`src/rtl/mvk_pkg.sv`:
```
package mvk_pkg;
    localparam int KEY_W   = 64;
    localparam int FRAME_W = 22;
    localparam int MIX_CYC = 100;
    localparam int KS_LEN  = 228;

    localparam int LEN_A = 19;
    localparam int LEN_B = 22;
    localparam int LEN_C = 23;

    localparam logic [LEN_A-1:0] TAP_A = LEN_A'((1 << 18) | (1 << 17) | (1 << 16) | (1 << 13));
    localparam logic [LEN_B-1:0] TAP_B = LEN_B'((1 << 21) | (1 << 20));
    localparam logic [LEN_C-1:0] TAP_C = LEN_C'((1 << 22) | (1 << 21) | (1 << 20) | (1 << 7));

    localparam int CK_A = 8;
    localparam int CK_B = 10;
    localparam int CK_C = 10;

    typedef enum logic [2:0] {
        ST_IDLE,
        ST_LOAD_KEY,
        ST_LOAD_FRAME,
        ST_MIX,
        ST_EMIT,
        ST_FINISHED
    } kstate_t;
endpackage

```
`src/rtl/mvk_shift_reg.sv`:
```
module mvk_shift_reg #(
    parameter int               LEN   = 19,
    parameter logic [LEN-1:0]   TAPS  = '0,
    parameter int               CKPOS = 8
) (
    input  logic clk,
    input  logic rst_n,
    input  logic clear,
    input  logic step,
    input  logic inject,
    output logic ck_bit,
    output logic msb
);
    logic [LEN-1:0] r_q;
    logic           fb;

    // feedback is the parity of the tapped bits
    assign fb = (^(r_q & TAPS)) ^ inject;

    always_ff @(posedge clk or negedge rst_n) begin
        if (!rst_n)      r_q <= '0;
        else if (clear)  r_q <= '0;
        else if (step)   r_q <= {r_q[LEN-2:0], fb};
    end

    assign ck_bit = r_q[CKPOS];
    assign msb    = r_q[LEN-1];
endmodule

```
`src/rtl/mvk_majority.sv`:
```
module mvk_majority (
    input  logic [2:0] ck,
    output logic [2:0] go
);
    logic maj;
    assign maj = (ck[0] & ck[1]) | (ck[0] & ck[2]) | (ck[1] & ck[2]);

    // a register moves only when it agrees with the vote
    for (genvar g = 0; g < 3; g++) begin : g_vote
        assign go[g] = (ck[g] == maj);
    end
endmodule

```
`src/rtl/mvote_keystream.sv`:
```
module mvote_keystream
    import mvk_pkg::*;
#(
    parameter int P_KEY_W   = KEY_W,
    parameter int P_FRAME_W = FRAME_W,
    parameter int P_MIX_CYC = MIX_CYC,
    parameter int P_KS_LEN  = KS_LEN
) (
    input  logic                 clk,
    input  logic                 rst_n,
    input  logic                 start,
    input  logic [P_KEY_W-1:0]   key,
    input  logic [P_FRAME_W-1:0] frame_no,
    output logic                 ks_bit,
    output logic                 ks_valid,
    output logic                 done
);
    localparam int M1  = (P_KEY_W > P_FRAME_W) ? P_KEY_W : P_FRAME_W;
    localparam int M2  = (P_MIX_CYC > P_KS_LEN) ? P_MIX_CYC : P_KS_LEN;
    localparam int MX  = (M1 > M2) ? M1 : M2;
    localparam int CW  = $clog2(MX + 1);
    localparam int KIW = $clog2(P_KEY_W);
    localparam int FIW = $clog2(P_FRAME_W);

    kstate_t       state_q, state_d;
    logic [CW-1:0] cnt_q;
    logic          accept, last, inj;
    logic [2:0]    ck, go, step, msb;

    assign accept = start && (state_q == ST_IDLE || state_q == ST_FINISHED);

    // phase length test for the current state
    always_comb begin
        unique case (state_q)
            ST_LOAD_KEY:   last = (cnt_q == CW'(P_KEY_W - 1));
            ST_LOAD_FRAME: last = (cnt_q == CW'(P_FRAME_W - 1));
            ST_MIX:        last = (cnt_q == CW'(P_MIX_CYC - 1));
            ST_EMIT:       last = (cnt_q == CW'(P_KS_LEN - 1));
            default:       last = 1'b0;
        endcase
    end

    always_comb begin
        state_d = state_q;
        unique case (state_q)
            ST_IDLE, ST_FINISHED: if (accept) state_d = ST_LOAD_KEY;
            ST_LOAD_KEY:          if (last)   state_d = ST_LOAD_FRAME;
            ST_LOAD_FRAME:        if (last)   state_d = ST_MIX;
            ST_MIX:               if (last)   state_d = ST_EMIT;
            ST_EMIT:              if (last)   state_d = ST_FINISHED;
            default:                          state_d = ST_IDLE;
        endcase
    end

    always_ff @(posedge clk or negedge rst_n) begin
        if (!rst_n) begin
            state_q <= ST_IDLE;
            cnt_q   <= '0;
        end else begin
            state_q <= state_d;
            cnt_q   <= (state_d != state_q) ? '0 : cnt_q + 1'b1;
        end
    end

    // injection bit and step control
    always_comb begin
        inj  = 1'b0;
        step = 3'b000;
        unique case (state_q)
            ST_LOAD_KEY: begin
                inj  = key[cnt_q[KIW-1:0]];
                step = 3'b111;
            end
            ST_LOAD_FRAME: begin
                inj  = frame_no[cnt_q[FIW-1:0]];
                step = 3'b111;
            end
            ST_MIX, ST_EMIT: step = go;
            default: step = 3'b000;
        endcase
    end

    mvk_shift_reg #(.LEN(LEN_A), .TAPS(TAP_A), .CKPOS(CK_A)) u_ra (
        .clk(clk), .rst_n(rst_n), .clear(accept), .step(step[0]),
        .inject(inj), .ck_bit(ck[0]), .msb(msb[0]));
    mvk_shift_reg #(.LEN(LEN_B), .TAPS(TAP_B), .CKPOS(CK_B)) u_rb (
        .clk(clk), .rst_n(rst_n), .clear(accept), .step(step[1]),
        .inject(inj), .ck_bit(ck[1]), .msb(msb[1]));
    mvk_shift_reg #(.LEN(LEN_C), .TAPS(TAP_C), .CKPOS(CK_C)) u_rc (
        .clk(clk), .rst_n(rst_n), .clear(accept), .step(step[2]),
        .inject(inj), .ck_bit(ck[2]), .msb(msb[2]));

    mvk_majority u_vote (.ck(ck), .go(go));

    // outputs
    always_comb begin
        ks_valid = (state_q == ST_EMIT);
        done     = (state_q == ST_FINISHED);
        ks_bit   = ks_valid ? ^msb : 1'b0;
    end
endmodule

```
`config.mk`:
```
export PLATFORM = sky130hd
export DESIGN_NAME = mvote_keystream
export DESIGN_NICKNAME = d
export VERILOG_FILES = /design/src/rtl/mvk_pkg.sv /design/src/rtl/mvk_shift_reg.sv /design/src/rtl/mvk_majority.sv /design/src/rtl/mvote_keystream.sv
export SDC_FILE = /design/constraint.sdc
export NUM_CORES = 1
export LEC_CHECK = 0
export CAP_MARGIN = 20
export CORE_MARGIN = 4
export CORE_UTILIZATION = 46
export CTS_CLUSTER_SIZE = 40
export DETAILED_ROUTE_END_ITERATION = 16
export PLACE_DENSITY = 0.76
export SETUP_SLACK_MARGIN = 0.5
export SLEW_MARGIN = 20
export SYNTH_ARGS = -nofsm -noshare
export SYNTH_HDL_FRONTEND = slang
export SYNTH_SLANG_ARGS = --single-unit
export TNS_END_PERCENT = 50
```
`constraint.sdc`:
```
create_clock -name clk -period 2.3 [get_ports clk]
set_input_delay 0.46 -clock clk [delete_from_list [all_inputs] [get_ports clk]]
set_output_delay 0.46 -clock clk [all_outputs]
set_load 0.1 [all_outputs]
```
==> Flow_metrics.wiki <==
{| class="wikitable"
! Metric !! Value
|-
| Number of input and output port buffers inserted || 91
|-
| Unrepaired setup endpoints after global routing || yes
|-
| Pin count of the biggest net entering global routing || 50
|-
| Avg Inst Size Synth || 9.221 µm²
|-
| Area leader, netlist || sky130_fd_sc_hd__dfrtp_1
|-
| Worst R2R Path Depth || 8
|-
| Cells traversed along the worst timing path || buf_4 -> buf_6 -> mux4_2 -> mux2_4 -> a2111oi_4 -> o32ai_4 -> buf_4 -> a221o_2
|-
| Max Slew Vio Count || 0
|-
| Initial DRC Count || 307
|-
| Worst clock skew || ~8.5 ps
|-
| Number of vias per cell || between 5 and 6
|-
| Post-place setup slack || -504.0 ps
|-
| Crit. Startpoint || cnt_q[0]
|-
| Die Footprint || 10890 µm²
|-
| IO Count || 92
|-
| CTS tree || yes
|-
| Ratio of cells with drive above 1 in the final layout || 33.33%
|-
| Leading register cell type out of synthesis || sky130_fd_sc_hd__dfrtp_1
|-
| Detailed-placement wirelength estimate || between 7000 and 8000 µm
|-
| Post-synthesis register bit count || 75
|-
| Starting density of the core || 48.02%
|-
| Deepest level of the CTS H-tree || 3
|-
| Final Net Count || 694
|-
| Total wire length after detailed routing || between 10000 and 15000 µm
|-
| Die span in y || between 100 and 150 µm
|-
| Period minus WS final || 2571 ps
|-
| Antenna Diode Count || 0
|-
| Yosys top cell area share || 43.96%
|-
| Number of detailed-route iterations in the first pass || 5
|-
| All-Layer GR Usage || 23.70%
|-
| Tightest Pin Transition || 510.0 ps
|-
| Portion of the clock cycle consumed by the worst path in the final layout || 111.8%
|-
| Leakage power of the design || 3.002 nW
|-
| Relative slew margins || 66.00%
|-
| Clock insertion delay at the later pin of the skew report || ~370 ps
|-
| Maximum VDD drop || 0.7458 mV
|-
| Warnings from Yosys || 0
|-
| Area of combinational cells with multiple inputs || 2628 µm²
|-
| Highest clock rate || between 300 and 400 MHz
|-
| Library cells used by synthesis || 48
|-
| Final-layout setup total negative slack || -717.5 ps
|-
| Number of design rule violations left after detail routing || 0
|-
| Synthesis-to-layout area growth || 57.06%
|-
| Post-synth net total || 553
|-
| Fill cell instance count of the final layout || 568
|-
| Critical Path Source Type || flip-flop
|-
| FF+latch area || 1882 µm²
|-
| Result of the run || finished, violations left
|-
| Buffer levels on the longest clock path || 2
|-
| Number of violations of the max-capacitance limit || 0
|-
| Final worst setup slack || -270.7 ps
|-
| Antenna violations before repair || 0
|-
| Vias in the first global route || approximately 4.2k
|-
| Proportion of synthesized chip area in sequential cells || 43.96%
|-
| Total power of the final layout || 8.595 mW
|-
| Clock Pin Slew Worst Setup and Hold Paths || 80 ps
|-
| HP Class || primary input to async pin
|-
| Slowest stage cell on the critical path || sky130_fd_sc_hd__mux4_2
|-
| Largest fanout of any net on the critical path || 6
|-
| Worst setup path class || flip-flop to flip-flop
|-
| Sinks on Clock Net || 75
|-
| Total via count in the routed design || 4137
|-
| Routed len/inst || 19.59 µm
|-
| Post-synth EDFFs || 0
|-
| CORE AREA || around 9000 µm²
|-
| Total CTS buffers || 9
|-
| Syn Inst Count || 463
|-
| Synthesized area || 4269 µm²
|-
| Remaining Overflow, GRT || 0
|-
| Worst path most repeated cell || sky130_fd_sc_hd__buf_4
|-
| Violated checks || negative setup slack
|-
| Post-CTS Hold Fix Bufs || 0
|-
| Worst R2R Start || cnt_q[0]
|-
| Endpoints failing setup || 3
|-
| Pwr/cell area || ~1300 nW/µm²
|-
| Number of rows in the core area || 34
|-
| Utilization after layout || 75.42%
|-
| CTS Root Buffer Type || sky130_fd_sc_hd__clkbuf_8
|-
| Final-report hold violation count || 0
|-
| Global placer's final weighted congestion || 0.7892
|-
| Overall die width || 104.3 µm
|-
| Critical path required time || 2550 ps
|-
| Ys async rst share || 100.0%
|-
| CP endpoint kind || flip-flop
|-
| Most area-consuming cells after synthesis || sky130_fd_sc_hd__dfrtp_1 (44%), sky130_fd_sc_hd__nand2_1 (12%), sky130_fd_sc_hd__o21ai_0 (8.0%), sky130_fd_sc_hd__mux4_1 (6.2%), sky130_fd_sc_hd__mux2i_1 (4.0%)
|-
| Global-route wire length before repair || 21020 µm
|-
| Count of nets left with antenna violations after detail routing || 0
|-
| WP data arrival || between 2000 and 3000 ps
|-
| Delay of the slowest cell on the worst path || between 400 and 500 ps
|}
==> routing by layer <==
| layer | track usage, % | share of wire [%] | wire (µm) |
|---|---|---|---|
| met5 | 0 | 0 | 0 |
| met4 | 6.458 | 1.1 | 150 |
| met2 | 42.80 | 53 | 7426 |
| met1 | 28.26 | 40 | 5564 |
| met3 | 5.276 | 6.4 | 902 |
==> critical path: cells and delay by family, from the launching register on <==
family / cells / cell delay [ps]
AO/OA/AOI/OAI: 3 / 870
buffers and inverters: 3 / 390
multiplexers: 2 / 790
flip-flops: 1 / 400
==> power by group <==
part           switching (mW)  internal (mW)  leakage [nW]
clock network           0.548          0.506        0.0881
registers               0.491           1.82         0.972
logic                    2.46           2.77          1.94
total                    3.50           5.10          3.00
==> sequential cells by signal, indices dropped and copies added (netlist names) <==
signal    count
cnt_q         8
state_q       3
u_ra.r_q     19
u_rb.r_q     22
u_rc.r_q     23
==> metrics by stage <==
step	hold slack, ps	area, µm²	cells
CTS	62.76	6290	702
detailed placement	442.3	5473	654
floorplan	164.4	4293	463
global placement	445.5	5473	654
global route	71.51	6705	717
finish	54.85	6705	717
==> cell type report <==
cell class	count	share of cell area (%)
Multi-Input combinational cell	348	39.19
Sequential cell	75	28.06
Timing Repair Buffer	166	27.45
Tap cell	108	2.015
Clock buffer	9	1.847
Clock inverter	7	1.157
Inverter	4	0.2799
==> cells in the final DEF (no fill, tap or decap), drive strengths merged, types with 6 or more instances in the layout <==
cell type	n
xor2	6
o21ai	68
nor2b	7
a21oi	9
dfrtp	75
buf	78
mux2i	17
clkbuf	10
nand2	131
xnor2	11
nand3	10
nor2	25
clkdlybuf4s50	86
mux4	16
==> repair_timing <==
item,in CTS,in global routing
endpoints found under the setup margin,74,78
hold endpoints to repair,0,0
setup buffers,24,13
pin swaps,25,22
gates resized for setup,86,103
gates cloned,8,2
==> worst paths after layout <==
check	slack (ps)	to
setup / recovery	-270	u_ra.r_q[0]
hold reg to reg	490	u_ra.r_q[7]
setup reg to reg	-270	u_ra.r_q[0]
hold / removal	50	u_rc.r_q[8]
max in group asynchronous	1610	u_ra.r_q[3]
min in group clk	490	u_ra.r_q[7]
==> synthesized netlist by cell type, types with 2 or more instances <==
library cell,instances
sky130_fd_sc_hd__nor4bb_1,3
sky130_fd_sc_hd__nand2_1,131
sky130_fd_sc_hd__a22oi_1,2
sky130_fd_sc_hd__nand3_1,10
sky130_fd_sc_hd__clkbuf_1,27
sky130_fd_sc_hd__dfrtp_1,75
sky130_fd_sc_hd__xnor2_1,11
sky130_fd_sc_hd__a21o_1,2
sky130_fd_sc_hd__a21oi_1,8
sky130_fd_sc_hd__or2_2,4
sky130_fd_sc_hd__buf_2,5
sky130_fd_sc_hd__nor2b_1,7
sky130_fd_sc_hd__xor2_1,6
sky130_fd_sc_hd__mux4_2,6
sky130_fd_sc_hd__inv_1,4
sky130_fd_sc_hd__a221o_1,2
sky130_fd_sc_hd__nand2b_1,4
sky130_fd_sc_hd__o21ai_0,68
sky130_fd_sc_hd__buf_6,3
sky130_fd_sc_hd__mux2i_1,17
sky130_fd_sc_hd__mux4_1,10
sky130_fd_sc_hd__nor3_1,5
sky130_fd_sc_hd__nand3b_1,4
sky130_fd_sc_hd__nor2_1,25
==> logic make-up (layout without fill, tap and decap cells) <==
logic type	count (synthesis)	count (layout)	share of synthesized area, %
AND/OR/NAND/NOR	199	199	20.22
XOR/XNOR	17	17	3.488
AO/OA/AOI/OAI	96	96	13.92
flip-flops	75	75	43.96
buffers and inverters	40	186	4.191
adder cells (fa/ha/maj)	1	1	0.2930
multiplexers	35	35	13.92
No activity file was read; power rests on OpenSTA's default activity.
